$ cat config.mk
export PLATFORM = sky130hd
export DESIGN_NAME = evt_div_timer
export DESIGN_NICKNAME = d
export VERILOG_FILES = /design/src/rtl/tmr_pkg.sv /design/src/rtl/evt_fall_det.sv /design/src/rtl/tmr_count.sv /design/src/rtl/tmr_tff.sv /design/src/rtl/evt_div_timer.sv
export SDC_FILE = /design/constraint.sdc
export NUM_CORES = 1
export LEC_CHECK = 0
export ABC_AREA = 1
export ABC_CLOCK_PERIOD_IN_PS = 1310
export BUFFER_PORTS_ARGS = -buffer_cell sky130_fd_sc_hd__clkbuf_2
export CAP_MARGIN = 25
export CORE_AREA = 2 2 60 62
export DETAILED_ROUTE_END_ITERATION = 16
export DIE_AREA = 0 0 62 64
export GPL_ROUTABILITY_DRIVEN = 1
export PLACE_DENSITY = 0.57
export SLEW_MARGIN = 20
export SYNTH_ARGS = -nofsm -noshare
export SYNTH_HDL_FRONTEND = slang
export SYNTH_HIERARCHICAL = 1
export SYNTH_SLANG_ARGS = --single-unit
$ cat constraint.sdc
create_clock -name clk_i -period 1.31 [get_ports clk_i]
set_input_delay 0.0655 -clock clk_i [delete_from_list [all_inputs] [get_ports clk_i]]
set_output_delay 0.0655 -clock clk_i [all_outputs]
set_load 0.01 [all_outputs]
$ cat src/rtl/tmr_pkg.sv
package tmr_pkg;
  typedef enum logic {
    TM_EVENT  = 1'b0,
    TM_DIVIDE = 1'b1
  } tmr_mode_e;
endpackage

$ cat src/rtl/evt_fall_det.sv
module evt_fall_det #(
  parameter int unsigned SYNC_STAGES = 2
) (
  input  logic clk_i,
  input  logic rst_ni,
  input  logic evt_i,
  output logic fall_o
);
  logic [SYNC_STAGES-1:0] sync_q;
  logic                   prev_q;

  generate
    for (genvar g = 0; g < SYNC_STAGES; g++) begin : g_sync
      always_ff @(posedge clk_i or negedge rst_ni) begin
        if (!rst_ni) sync_q[g] <= 1'b0;
        else if (g == 0) sync_q[g] <= evt_i;
        else sync_q[g] <= sync_q[(g == 0) ? 0 : g-1];
      end
    end
  endgenerate

  always_ff @(posedge clk_i or negedge rst_ni) begin
    if (!rst_ni) prev_q <= 1'b0;
    else         prev_q <= sync_q[SYNC_STAGES-1];
  end

  // falling edge: previous sample high, current sample low
  assign fall_o = prev_q & ~sync_q[SYNC_STAGES-1];
endmodule

$ cat src/rtl/tmr_count.sv
module tmr_count #(
  parameter int unsigned CNT_W = 8
) (
  input  logic             clk_i,
  input  logic             rst_ni,
  input  logic             run_i,
  input  logic             step_i,
  input  logic             cmp_we_i,
  input  logic [CNT_W-1:0] cmp_wdata_i,
  output logic             match_o,
  output logic             irq_o
);
  localparam logic [CNT_W-1:0] CmpRst = '1;

  logic [CNT_W-1:0] cnt_q, cmp_q;
  logic             hit, irq_q;

  assign hit     = (cnt_q == cmp_q);
  assign match_o = run_i & step_i & hit;

  // unbuffered match register: new value is seen by the next compare
  always_ff @(posedge clk_i or negedge rst_ni) begin
    if (!rst_ni)       cmp_q <= CmpRst;
    else if (cmp_we_i) cmp_q <= cmp_wdata_i;
  end

  always_ff @(posedge clk_i or negedge rst_ni) begin
    if (!rst_ni)     cnt_q <= '0;
    else if (!run_i) cnt_q <= '0;
    else if (step_i) cnt_q <= hit ? '0 : cnt_q + 1'b1;
  end

  always_ff @(posedge clk_i or negedge rst_ni) begin
    if (!rst_ni) irq_q <= 1'b0;
    else         irq_q <= match_o;
  end

  assign irq_o = irq_q;
endmodule

$ cat src/rtl/tmr_tff.sv
module tmr_tff
  import tmr_pkg::*;
(
  input  logic      clk_i,
  input  logic      rst_ni,
  input  tmr_mode_e mode_i,
  input  logic      toggle_i,
  input  logic      preset_we_i,
  input  logic      preset_val_i,
  output logic      tff_o
);
  logic tff_q;

  always_ff @(posedge clk_i or negedge rst_ni) begin
    if (!rst_ni)                 tff_q <= 1'b0;
    else if (mode_i == TM_EVENT) tff_q <= 1'b0;
    else if (preset_we_i)        tff_q <= preset_val_i;
    else if (toggle_i)           tff_q <= ~tff_q;
  end

  assign tff_o = tff_q;
endmodule

$ cat src/rtl/evt_div_timer.sv
module evt_div_timer
  import tmr_pkg::*;
#(
  parameter int unsigned CNT_W       = 8,
  parameter int unsigned SYNC_STAGES = 2
) (
  input  logic             clk_i,
  input  logic             rst_ni,
  input  logic             mode_i,
  input  logic             run_i,
  input  logic             cmp_we_i,
  input  logic [CNT_W-1:0] cmp_wdata_i,
  input  logic             tff_we_i,
  input  logic             tff_wdata_i,
  input  logic             evt_i,
  input  logic             tick_i,
  output logic             div_o,
  output logic             irq_o
);
  tmr_mode_e mode;
  logic      evt_fall, step, match, tff;

  assign mode = tmr_mode_e'(mode_i);

  evt_fall_det #(.SYNC_STAGES(SYNC_STAGES)) u_fall (
    .clk_i  (clk_i),
    .rst_ni (rst_ni),
    .evt_i  (evt_i),
    .fall_o (evt_fall)
  );

  assign step = (mode == TM_EVENT) ? evt_fall : tick_i;

  tmr_count #(.CNT_W(CNT_W)) u_cnt (
    .clk_i       (clk_i),
    .rst_ni      (rst_ni),
    .run_i       (run_i),
    .step_i      (step),
    .cmp_we_i    (cmp_we_i),
    .cmp_wdata_i (cmp_wdata_i),
    .match_o     (match),
    .irq_o       (irq_o)
  );

  tmr_tff u_tff (
    .clk_i        (clk_i),
    .rst_ni       (rst_ni),
    .mode_i       (mode),
    .toggle_i     (match),
    .preset_we_i  (tff_we_i),
    .preset_val_i (tff_wdata_i),
    .tff_o        (tff)
  );

  assign div_o = ~tff;
endmodule

## After elaboration in Yosys (flattened, before gate mapping)

Cells that the tools add are included.
Widths: inputs -> output; s select.

| cells by class | value |
|---|---|
| add/sub/neg operators | 1 |
| muxes and demuxes | 7 |
| equal/unequal tests | 3 |
| bitwise gates (word level) | 5 |

Operators by type and width:

| operator | number |
|---|---|
| $mux 8 | 3 |
| $add 8x1->8 const B | 1 |
| $eq 8x8->1 | 1 |
| $mux 1 | 4 |
| $and 1x1->1 | 3 |
| $ne 3x1->1 const B | 1 |
| $ne 2x1->1 const B | 1 |
| $not 1->1 | 2 |

| word-level totals | value |
|---|---|
| register bits | 21 |
| word-level logic and storage cells | 23 |
| bits of input ports | 17 |
| output and inout port bits | 2 |

## Logic depth before layout (Yosys ltp)

| depth | value |
|---|---|
| word-level depth | 8 |
| mapped depth | 11 |
| depth with buffers taken out | 11 |

## Cells and area by module

The synthesis kept the hierarchy.

By module, submodules not included:

| module | cells an instance | instances | area each (um^2) | sequential area each (um^2) |
|---|---|---|---|---|
| tmr_count | 131 | 1 | 950.9 | 435.4 |
| evt_fall_det | 5 | 1 | 85.1 | 75.1 |
| tmr_tff | 9 | 1 | 57.6 | 25.0 |
| evt_div_timer | 5 | 1 | 18.8 | 0.0 |

## Least setup slack after synthesis

OpenSTA, ideal clock, no wires.

| path | value |
|---|---|
| path kind | register to register |
| start point | register u_cnt.cmp_q[4] |
| end point | register u_tff.tff_q, in the netlist u_tff/tff_o |
| clock period less this slack | 1339 ps |
| data arrival time | 1262 ps |
| buffers on the path | 0 |
| path slack | -29 ps |
| data required time | 1233 ps |
| cell stages (with the launch flop) | 10 |
| setup time | 77 ps |
| cell sequence | dfstp_2 > xnor2_1 > nand2_1 > nor2_2 > nand2_4 > nor2_1 > inv_1 > nand2_1 > nand2_1 > a21oi_1 |

| on the way | value |
|---|---|
| word-level cells in the longest chain between the ends | 3 |

RTL lines:

| item | line | text |
|---|---|---|
| start, declared | tmr_count.sv:15 | `logic [CNT_W-1:0] cnt_q, cmp_q;` |
| start signal, assigned | tmr_count.sv:23 | `if (!rst_ni) cmp_q <= CmpRst;` |
| start signal, assigned | tmr_count.sv:24 | `else if (cmp_we_i) cmp_q <= cmp_wdata_i;` |
| $eq 8x8->1 | tmr_count.sv:18 | `assign hit = (cnt_q == cmp_q);` |
| $and 1x1->1 | tmr_count.sv:19 | `assign match_o = run_i & step_i & hit;` |
| net match | evt_div_timer.sv:21 | `logic evt_fall, step, match, tff;` |
| $ne 3x1->1 (no line) | -- |  |
| end signal, assigned | tmr_tff.sv:17 | `else if (preset_we_i) tff_q <= preset_val_i;` |
| end signal, assigned | tmr_tff.sv:18 | `else if (toggle_i) tff_q <= ~tff_q;` |
| end, declared | tmr_tff.sv:12 | `logic tff_q;` |

The timed path passes the listed nets, and every way through them passes these cells.
A chain may end at the register's enable or synchronous reset.

## Worst setup path in the final report

| path | value |
|---|---|
| start point | register u_cnt.cmp_q[3] |
| end point | register u_tff.tff_q, in the netlist u_tff/tff_o |

The elaborated chain is that of the path after synthesis.

==> key figures <==
Outcome
  • Status: finished with violations
  • Failing checks: negative setup slack

Logic synthesis
  • Synth Warn #: 6
  • Mux contribution to synthesized area: 0.03037
  • Top-area cell type share of the netlist area: 0.2925
  • Fraction of synthesized cell area in xor and xnor cells: 0.02362
  • Synthesized area: between 0.001 and 0.0015 mm^2
  • Mapped Nets: ~170
  • Synthesis-stage register bit count: 21
  • Seq/Total Area, Yosys: 0.4814
  • Simple-Gate Fraction of Synth Area: 0.3217
  • Adder-cell share of the synthesized area: 0.01125
  • Post-synthesis instance total: 150
  • Synth Area in Compound Gates: 0.05399
  • Main combinational cell family by area after synthesis: simple AND/OR/NAND/NOR gates
  • Netlist cell types: 18
  • Largest area contributor in the netlist: dfrtp_1
  • Synth top area cells: dfrtp_1 (29%), nand2_1 (22%), dfstp_2 (19%)
  • Avg Cell Area, Syn: ~7.4 um^2

STA
  • Final period utilization: 1.061
  • Worst Slack Setup Final: -0.07998 ns
  • Final slew viol count: 0
  • Worst Clk Skew: just over 0.006 ns
  • Relative slew slack: 0.6602
  • Min Tclk post-route: around 1.4 ns
  • Hold Worst Slack: between 0.05 and 0.06 ns
  • # setup viols final: 9
  • Final hold vios: 0
  • Worst Max-Slew Pin Slew: 0.5097 ns
  • Fmax: ~700 MHz
  • RSZ-0062 raised after global routing: true

Worst hold path
  • Hold EP: u_cnt/irq_o
  • Hold path start: run_i
  • Hold path depth: 3
  • Tightest Hold Check Type: in2reg

Clock tree
  • TritonCTS clock tree: done
  • Post-CTS Setup Bufs: 0
  • CTS Root Cell: clkbuf_4
  • CTS Buffer Depth: 2
  • Clock-pin slew on the worst setup and hold paths: roughly 0.12 ns
  • CTS buffer count: 3
  • H-tree lvl count: 1
  • Clock Sinks: 21
  • Clock latency on the worst-skew pair: around 0.30 ns

Routing
  • Residual DRC: 0
  • TritonRoute pass-1 iters: 4
  • Via count: ~1000
  • Vias per std cell: 4.326
  • Drt wl/cell: approximately 9.5 um
  • Initial drt markers: 30
  • DRT Wirelength: 2274 um
  • Remaining antenna violation count: 0

Cells and area
  • Commonest non-fill, non-tap cell in the layout: nand2_1
  • Commonest non-fill, non-tap cells in the layout: nand2_1 (63), inv_1 (19), clkbuf_2 (18), dlygate4sd3_1 (12), dfrtp_1 (12)
  • Layout cells sized above 1: 0.3212
  • Post-route cell area: 0.001526 mm^2
  • Area Growth Syn to Fin: 37.23%
  • Final #Nets: between 200 and 250
  • Number of diodes: 0

Critical path
  • Required @ worst endpoint: 1.56 ns
  • Worst setup path start: u_cnt/cmp_q[3]
  • Critical R2R Launch: u_cnt/cmp_q[3]
  • Crit start category: register
  • Reg2reg end: u_tff/tff_o
  • R2R cell count: 9
  • Critical Path AT: roughly 1.6 ns
  • Register-to-register path setup slack: -0.08 ns
  • CP endpoint kind: register
  • Crit Path Class: reg2reg
  • Crit path max fanout: 3

Pwr
  • VDD IR max: 0.4340 mV
  • Leakage: ~0.77 nW
  • P per Cell Area: 817.5 mW/mm^2

Placement
  • Gpl congestion: 0.8356
  • Port buffer count: 18
  • DP HPWL: around 1800 um
  • DP Area: roughly 0.0013 mm^2

Floorplan
  • Die area: between 0.003 and 0.004 mm^2
  • Starting Density: 0.3387
  • # IOs: 19
  • Core ar.: about 0.0033 mm^2
  • Die width: 62 um
  • Height of the die: ~64 um
  • # rows: 21

GRT
  • Largest net degree at the start of global routing: 22
  • Initial antenna violation count: 0
  • Gr ovfl total: 0
  • GRT Total Usage: 0.1430
  • Vias in the first global route: ~1100
  • First-pass GRT wire length: ~4400 um

Run
  • Max_cap viols: 0
## cell type report
class                           instances  area, um^2
Inverter                               22       82.58
Tap cell                               46       57.56
Sequential cell                        21       536.8
Fill cell                             317        1758
Timing Repair Buffer                   40       285.3
Multi-Input combinational cell        106       536.8
Clock buffer                            3       22.52
Clock inverter                          1       5.005
## what timing repair did
item / 4_1_cts / 5_1_grt
resized for setup: 1 / 12
endpoints found under the setup margin: 9 / 9
hold buffers: 12 / 0
endpoints found under the hold margin: 23 / 0
gates cloned: 0 / 0
pin swaps: 2 / 7
## worst max path at each step
stage / endpoint / slack, ns / cells past startpoint
global placement: u_tff/tff_o / -0.05 / 9
CTS: u_tff/tff_o / -0.09 / 9
finish: u_tff/tff_o / -0.08 / 9
global route: u_tff/tff_o / -0.18 / 9
detailed placement: u_tff/tff_o / -0.07 / 9
floorplan: u_tff/tff_o / 0.007 / 9
## state kept, by name, indices dropped and copies added (netlist names)
name           flops
u_fall/sync_q      2
u_cnt/cmp_q        8
u_tff/tff_o        1
u_fall/prev_q      1
u_cnt/irq_o        1
u_cnt/cnt_q        8
## where the power goes
group | internal [mW] | switching [mW] | total, mW
combinational | 0.103 | 0.104 | 0.208
sequential | 0.702 | 0.0290 | 0.731
clock | 0.114 | 0.196 | 0.310
total | 0.919 | 0.329 | 1.25
## cells by family after synthesis
| logic type | after synthesis |
|---|---|
| AOI/OAI and AO/OA | 12 |
| xor gates and xnor gates | 3 |
| adders and majority gates | 1 |
| buffers and inverters | 23 |
| DFF | 21 |
| muxes | 3 |
| and+or+nand+nor | 87 |
## synthesized netlist by cell type
| master | count |
|---|---|
| xnor2_1 | 3 |
| inv_2 | 1 |
| nor2_1 | 11 |
| nor2_2 | 4 |
| inv_1 | 21 |
| nand3_1 | 2 |
| nor3_1 | 1 |
| dfrtp_1 | 13 |
| dfstp_2 | 8 |
| mux2_2 | 3 |
| o21ai_0 | 7 |
| ha_1 | 1 |
| a21oi_1 | 5 |
| nand2_4 | 1 |
| nand2_1 | 66 |
| nand2_2 | 1 |
| clkbuf_1 | 1 |
| nor2_4 | 1 |
## layer usage
layer  global-route usage  share of wire
met2               0.2448           0.53
met1               0.1790           0.44
met3              0.01822          0.015
met4              0.04787          0.015
met5                    0              0
## critical path, stage by stage (launching register included)
cell     delay [ns]
dfstp_2        0.56
xnor2_1        0.13
nand2_2        0.09
nor2_4         0.14
nand2_4        0.07
nor2_4         0.13
inv_2          0.03
nand2_1        0.04
nand2_1        0.05
a21oi_2        0.10
## through the flow
stage | worst slack, ns | util | instances | TNS [ns] | total power, mW
floorplan | 0.006619 | - | 150 | 0 | 0.8303
global placement | -0.04715 | 0.4061 | 223 | -0.1209 | 0.8994
detailed placement | -0.07393 | 0.4061 | 223 | -0.2212 | 0.9051
CTS | -0.09015 | 0.4526 | 239 | -0.6265 | 1.263
global route | -0.1840 | 0.4648 | 239 | -1.122 | 1.345
finish | -0.07998 | 0.4648 | 239 | -0.4105 | 1.248
(Power assumes the default switching activity.)
